[config.mk]
export PLATFORM = sky130hd
export DESIGN_NAME = baud_frac_divider
export DESIGN_NICKNAME = d
export VERILOG_FILES = /design/src/rtl/baud_frac_pkg.sv /design/src/rtl/baud_enc_decode.sv /design/src/rtl/baud_tick_gen.sv /design/src/rtl/baud_frac_divider.sv
export SDC_FILE = /design/constraint.sdc
export NUM_CORES = 1
export LEC_CHECK = 0
export CORE_MARGIN = 2
export CORE_UTILIZATION = 35
export CTS_CLUSTER_SIZE = 12
export DETAILED_ROUTE_END_ITERATION = 7
export PLACE_DENSITY = 0.48
export SLEW_MARGIN = 20
export SYNTH_ARGS = -nofsm -noshare
export SYNTH_HDL_FRONTEND = slang
export SYNTH_SLANG_ARGS = --single-unit
export TNS_END_PERCENT = 50
[constraint.sdc]
create_clock -name clk -period 296.1 [get_ports clk]
set_input_delay 59.22 -clock clk [delete_from_list [all_inputs] [get_ports clk]]
set_output_delay 59.22 -clock clk [all_outputs]
set_load 0.1 [all_outputs]
[src/rtl/baud_frac_pkg.sv]
package baud_frac_pkg;
  localparam int ENC_W    = 24;
  localparam int INT_W    = 15;
  localparam int CODE_LSB = 14;
  localparam int CODE_W   = 3;
  localparam int DIV_W    = INT_W + CODE_W;
  localparam int RATE_W   = 32;
  localparam int REF_HZ   = 48000000;
  localparam int STEP     = 16;

  typedef logic [ENC_W-1:0]  enc_t;
  typedef logic [DIV_W-1:0]  div_t;
  typedef logic [RATE_W-1:0] rate_t;

  // scrambled fraction code -> eighths
  function automatic logic [CODE_W-1:0] code_to_eighths(input logic [CODE_W-1:0] code);
    case (code)
      3'd0:    return 3'd0;
      3'd1:    return 3'd4;
      3'd2:    return 3'd2;
      3'd3:    return 3'd1;
      3'd4:    return 3'd3;
      3'd5:    return 3'd5;
      3'd6:    return 3'd6;
      default: return 3'd7;
    endcase
  endfunction

  function automatic div_t decode_div(input enc_t enc);
    if (enc == ENC_W'(0))      return DIV_W'(8);
    else if (enc == ENC_W'(1)) return DIV_W'(12);
    else if (enc == ENC_W'(2)) return DIV_W'(16);
    else return {enc[INT_W-1:0], {CODE_W{1'b0}}}
              | DIV_W'(code_to_eighths(enc[CODE_LSB +: CODE_W]));
  endfunction

  function automatic rate_t rate_of(input div_t d);
    rate_t q;
    if (d == '0) return '0;
    q = rate_t'(REF_HZ) / rate_t'(d);
    return (q >> 1) + rate_t'(q[0]);
  endfunction
endpackage

[src/rtl/baud_enc_decode.sv]
module baud_enc_decode
  import baud_frac_pkg::*;
(
  input  enc_t  enc,
  output div_t  div,
  output rate_t rate
);
  div_t div_w;
  assign div_w = decode_div(enc);
  assign div   = div_w;
  assign rate  = rate_of(div_w);
endmodule

[src/rtl/baud_tick_gen.sv]
module baud_tick_gen #(
  parameter int DIV_W = 18,
  parameter int STEP  = 16
) (
  input  logic             clk,
  input  logic             rst_n,
  input  logic             clear,
  input  logic [DIV_W-1:0] div,
  output logic             tick,
  output logic [DIV_W:0]   acc_o
);
  localparam int ACC_W = DIV_W + 1;

  logic [ACC_W-1:0] acc, sum, rem, acc_nxt, div_x;
  logic             hit;

  always_comb begin
    div_x = {1'b0, div};
    sum   = acc + ACC_W'(STEP);
    rem   = sum - div_x;
    hit   = (div != '0) && (sum >= div_x);
    if (div == '0)      acc_nxt = '0;
    else if (!hit)      acc_nxt = sum;
    else if (rem >= div_x) acc_nxt = '0;   // divisor below step: saturate
    else                acc_nxt = rem;
  end

  always_ff @(posedge clk) begin
    if (!rst_n) begin
      acc  <= '0;
      tick <= 1'b0;
    end else if (clear) begin
      acc  <= '0;
      tick <= 1'b0;
    end else begin
      acc  <= acc_nxt;
      tick <= hit;
    end
  end

  assign acc_o = acc;
endmodule

[src/rtl/baud_frac_divider.sv]
module baud_frac_divider
  import baud_frac_pkg::*;
(
  input  logic              clk,
  input  logic              rst_n,
  input  logic              enc_load,
  input  logic [ENC_W-1:0]  enc_value,
  output logic              baud_tick,
  output logic [DIV_W-1:0]  divisor,
  output logic [RATE_W-1:0] nominal_rate
);
  localparam div_t  RST_DIV  = decode_div('0);
  localparam rate_t RST_RATE = rate_of(RST_DIV);

  div_t          dec_div;
  rate_t         dec_rate;
  div_t          div_q;
  rate_t         rate_q;
  logic [DIV_W:0] tick_acc;

  baud_enc_decode u_dec (
    .enc  (enc_value),
    .div  (dec_div),
    .rate (dec_rate)
  );

  always_ff @(posedge clk) begin
    if (!rst_n) begin
      div_q  <= RST_DIV;
      rate_q <= RST_RATE;
    end else if (enc_load) begin
      div_q  <= dec_div;
      rate_q <= dec_rate;
    end
  end

  baud_tick_gen #(.DIV_W(DIV_W), .STEP(STEP)) u_tick (
    .clk   (clk),
    .rst_n (rst_n),
    .clear (enc_load),
    .div   (div_q),
    .tick  (baud_tick),
    .acc_o (tick_acc)
  );

  assign divisor      = div_q;
  assign nominal_rate = rate_q;
endmodule

==> summary.txt, run 1 <==
H-tree levels: 3
CTS root buf: clkbuf_16
Synth cell types: 104
CP most frequent cell: o21a_1
Placed inst area: 32200 sq um
Reg2reg setup slack: 290.52 ns
Final Critical Period: 155.02 ns
Top achievable clock speed: 0.00645 GHz
Synth Warn #: 0
Post-Synth XOR/XNOR Area: 0.0826
Most frequent cells in the layout: nor2_1 (435), ha_1 (429), nand2_1 (359)
Clk buf depth: 2
Largest family of logic cells by synthesized area: compound AO/OA/AOI/OAI gates
Post-Layout Inst Area: 32600 sq um
Nets: 4757
Mean Syn Cell Area: 7.01 sq um
CTS tree: yes
PortBufs: 77
Initial DRC Count: 2471
Worst Setup Path Type: in -> reg
Worst-path fanout max: 39
Compound-gate portion of the synthesized area: 0.348
Tcrit/Tclk final: 0.524
Worst endpoint data arrival time: 155.26 ns
Cells after synthesis: 4278
Initial Util: 0.353
Diode count: 0
Post-synth EDFFs: 0
Final ANT Viol Nets: 0
Slew Limit Headroom: 0.306
Worst-path clk slew: 0.08 ns
Area delta synth->final: 8.55%
Final setup fails: 0
Routability congestion estimate: 0.920
CTS buffer count: 9
Mux share of post-synthesis cell area: 0.0588
RSZ-0062 raised after global routing: false
Largest net degree at the start of global routing: 47
Skew final: 0.0157 ns
Final Hold Viols: 0
Synth Register Bits: 70
Share of synthesized registers carrying an async set or reset: 0
Synth Flop Type: dfxtp_1
Post-Synth Simple-Gate Area: 0.250
Place WS: 142.01 ns
First-pass GRT wire length: 176000 microns
Crit-path slowest cell: nor3_2
Area of the mapped netlist: 30000 sq um
Flip-flop and latch area: 1400 sq um
PnR worst setup slack: 141.08 ns
Endpoint type of the worst setup path: flop
Status: complete, no violations
Post-Synth Adder-Cell Area: 0.180
Post-DP HPWL: 88300 microns
Vias in the first global route: 30600
Worst Tran Pin Value: 1.04 ns
First-pass DRT Iterations: 6
Area of the multi-input gates: 27700 sq um
GRT overflow: 0
Die Y: 297 microns
Post_cts resized: 0
Leading cell type in the layout, fill and taps excluded: nor2_1
Final Max Tran Viols: 0
Critical Path Max Stage Delay: 0.81 ns
Antenna violations before repair: 0
Critical Path Start Type: primary input
Fin Setup TNS: 0 ns
CTS Hold Bufs: 0
Sequential-to-total area share from yosys stat: 0.0467
Share of layout cells above drive strength 1: 0.0667
Fin util: 0.383
CTS sink cnt: 70
Wirelength per Cell: 20.6 microns
Core Footprint: 85000 sq um
Die Area: 88100 sq um
Drt drc: 0
Total track usage: 0.245
Post-CTS Setup Bufs: 0
Hold Crit Class: reg -> reg
Die Wd: 297 microns
# fillers: 9110
Ports: 78
Worst skew pair latency: 0.36 ns
WL final: 112000 microns
Num rows: 107
Maxcap violations: 0
Required time of the critical path: 296.33 ns
Via count: 32600
Post-DR vias/cell: 5.98
[metal layers]
metal  vias to the layer above  global-route usage  part of all wire
met1                     15300               0.348              0.49
met4                         0              0.0502             0.021
met2                       879               0.400              0.44
met5                         -                   0                 0
li1                      16300                   -                 -
met3                       105              0.0214             0.050
[cells in the mapped netlist (all sizes together), types with 99 or more instances]
cell type,number,share of area
o21ai,246,0.041
xnor2,202,0.059
ha,429,0.18
o31ai,108,0.027
clkbuf,101,0.013
a21oi,326,0.054
nand3,99,0.017
nand2,359,0.045
nor2,440,0.055
inv,133,0.017
nor3,201,0.034
o21a,261,0.065
a21o,121,0.030
mux2,118,0.044
[critical path: cells and delay by family]
kind	cells	cell delay [ns]
compound gates	259	55.37
xor+xnor	1	0.32
fa+ha+maj	32	10.83
buf+inv	17	5.23
mux	7	2.47
simple gates	87	21.54
[layout make-up]
class                           instances  area share
Timing Repair Buffer                  142      0.0384
Clock inverter                          6     0.00261
Clock buffer                           10     0.00734
Sequential cell                        70      0.0430
Tap cell                             1144      0.0439
Inverter                              133      0.0153
Multi-Input combinational cell       3944       0.849
[cell families after synthesis]
kind of cell    Yosys count
other cells               1
simple gates           1538
mux                     160
xor+xnor                283
compound gates         1531
buf+inv                 265
flops                    70
fa+ha+maj               430
[registers in the layout (all words and copies together), names as in the netlist]
| name | flops |
|---|---|
| u_tick.acc_o | 19 |
| divisor | 18 |
| u_tick.tick | 1 |
| nominal_rate | 32 |
[path summary, 6_finish.rpt]
path,endpoint,depth (start not counted),startpoint
setup / recovery,nominal_rate[24]$_SDFFE_PN0P_,403,enc_value[10]
hold / removal,nominal_rate[30]$_SDFFE_PN0P_,2,nominal_rate[30]$_SDFFE_PN0P_
hold reg to reg,nominal_rate[30]$_SDFFE_PN0P_,2,nominal_rate[30]$_SDFFE_PN0P_
setup reg to reg,u_tick.acc_o[7]$_SDFF_PP0_,26,divisor[0]$_SDFFE_PN0P_
[stage by stage]
step	instances	hold slack [ns]
6_report	5449	0.442
2_1_floorplan	4279	0.449
3_5_place_dp	5432	0.438
3_3_place_gp	5432	0.431
4_1_cts	5448	0.446
5_1_grt	5449	0.461
Power of run 1 is left out: the tool's default activity adds up to more than one toggle a clock period on the data nets, which glitch-free logic cannot reach.
==> run 2, diff against run 1 <==
Clock period 296.1 ns to 147.2 ns, I/O delays scaled along.
==> run 2 against run 1 <==
  * Die area unchanged
  * Flip-flop and latch count unchanged
  * Non-clock buffer count up 1
  * Register-to-register slack worse by 150 ns
  * Sequential share of layout area about the same
  * Critical path depth up 1
  * Cell count about the same
  * Global-route usage about the same
  * Via count up 0.52%
  * Critical endpoint is now nominal_rate[26]$_SDFFE_PN0P_
  * Largest cell class unchanged
==> summary.txt, run 2 (same netlist as run 1, synthesis figures left out) <==
Status: complete, no violations
Final setup fails: 0
Met3 wire len: 5230 microns
H-tree levels: 3
WL final: 113000 microns
Most frequent cells in the layout: nor2_1 (435), ha_1 (429), nand2_1 (359)
Post_cts resized: 0
CTS tree: yes
Ports: 78
Worst Setup Path Type: in -> reg
Required time of the critical path: 147.47 ns
Leading cell type in the layout, fill and taps excluded: nor2_1
CTS sink cnt: 70
Largest register FFs: 32
Tcrit/Tclk final: 0.850
Antenna violations before repair: 0
Critical Path Start Type: primary input
Maxcap violations: 0
Clk buf depth: 2
Met1 WL: 55300 microns
Routability congestion estimate: 0.913
Slew Limit Headroom: 0.246
First-pass DRT Iterations: 6
Hold Crit Class: reg -> reg
Nets: 4758
Worst-path fanout max: 39
Worst skew pair latency: 0.36 ns
Post-CTS Setup Bufs: 0
Die Wd: 297 microns
Critical Path Max Stage Delay: 0.83 ns
Worst-path clk slew: 0.07 ns
Placed inst area: 32200 sq um
WL met2: 50200 microns
Fin Setup TNS: 0 ns
Fin util: 0.383
Largest net degree at the start of global routing: 43
Final Max Tran Viols: 0
Final Critical Period: 125.10 ns
CP most frequent cell: o21a_1
Drt drc: 0
Buf/Inv on CP: 16
Endpoint type of the worst setup path: flop
CTS root buf: clkbuf_16
Vias in the first global route: 30800
Final Hold Viols: 0
Die Y: 297 microns
Area delta synth->final: 8.59%
Share of layout cells above drive strength 1: 0.0662
CTS Hold Bufs: 0
Die Area: 88100 sq um
Post-DR vias/cell: 6.01
GRT overflow: 0
Post-Layout Inst Area: 32600 sq um
Core Footprint: 85000 sq um
Crit-path slowest cell: nor3_2
PortBufs: 77
Via count: 32800
RSZ-0062 raised after global routing: false
Total track usage: 0.245
Wirelength per Cell: 20.7 microns
Top achievable clock speed: 0.00799 GHz
First-pass GRT wire length: 176000 microns
Worst Tran Pin Value: 1.13 ns
Num rows: 107
Highest metal used: met4
CTS buffer count: 9
Initial Util: 0.353
Worst endpoint data arrival time: 125.37 ns
Final ANT Viol Nets: 0
Diode count: 0
Skew final: 0.0128 ns
Crit path max-delay family: compound AO/OA/AOI/OAI gates
Initial DRC Count: 2675
Post-DP HPWL: 88600 microns
==> run 2: worst register-to-register path: stages, from the launching register on <==
cell and delay (ns):
dfxtp_1 0.48, ha_1 0.20, inv_1 0.06, fa_1 0.40, a21o_1 0.20, a21oi_1 0.23
o21bai_1 0.11, a21oi_1 0.22, o21bai_1 0.10, a21oi_1 0.23, o21bai_1 0.10, a21oi_1 0.22
o21bai_1 0.09, a21oi_1 0.22, o21bai_1 0.11, a21oi_1 0.23, xnor2_1 0.18, ha_1 0.29
nand4_1 0.13, o21ai_0 0.12, a211oi_1 0.31, nor2b_1 0.08, o21ai_0 0.20, nand3b_1 0.13
nor2_1 0.66, a22oi_1 0.17, nor2_1 0.13
==> run 2: per-stage QoR <==
step                hold WS [ns]  std cells  setup slack [ns]
floorplan                  0.449       4279             29.72
global placement           0.433       5433             23.21
detailed placement         0.438       5433             22.99
CTS                        0.446       5449             22.98
global route               0.470       5450             14.25
finish                     0.443       5450             22.10
==> run 2: worst paths after layout <==
check | from | to | slack [ns] | depth (start not counted)
worst max-delay path | enc_value[13] | nominal_rate[26]$_SDFFE_PN0P_ | 22.10 | 404
worst min-delay path | nominal_rate[30]$_SDFFE_PN0P_ | nominal_rate[30]$_SDFFE_PN0P_ | 0.44 | 2
worst max register to register | divisor[0]$_SDFFE_PN0P_ | u_tick.acc_o[7]$_SDFF_PP0_ | 141.53 | 26
worst min register to register | nominal_rate[30]$_SDFFE_PN0P_ | nominal_rate[30]$_SDFFE_PN0P_ | 0.44 | 2
==> run 2: final cells by class <==
class	instances	area (sq um)
clock buffer	12	236
clock inverter	4	95.1
fill	9118	52400
inverter	133	499
multi-input combinational	3944	27700
sequential	70	1400
tap	1144	1430
timing repair buffer	143	1260
==> run 2: layer usage <==
layer,vias up,track usage
li1,16300,-
met1,15500,0.350
met2,846,0.403
met3,111,0.0188
met4,0,0.0467
met5,-,0
Power of run 2 is left out for the same reason.
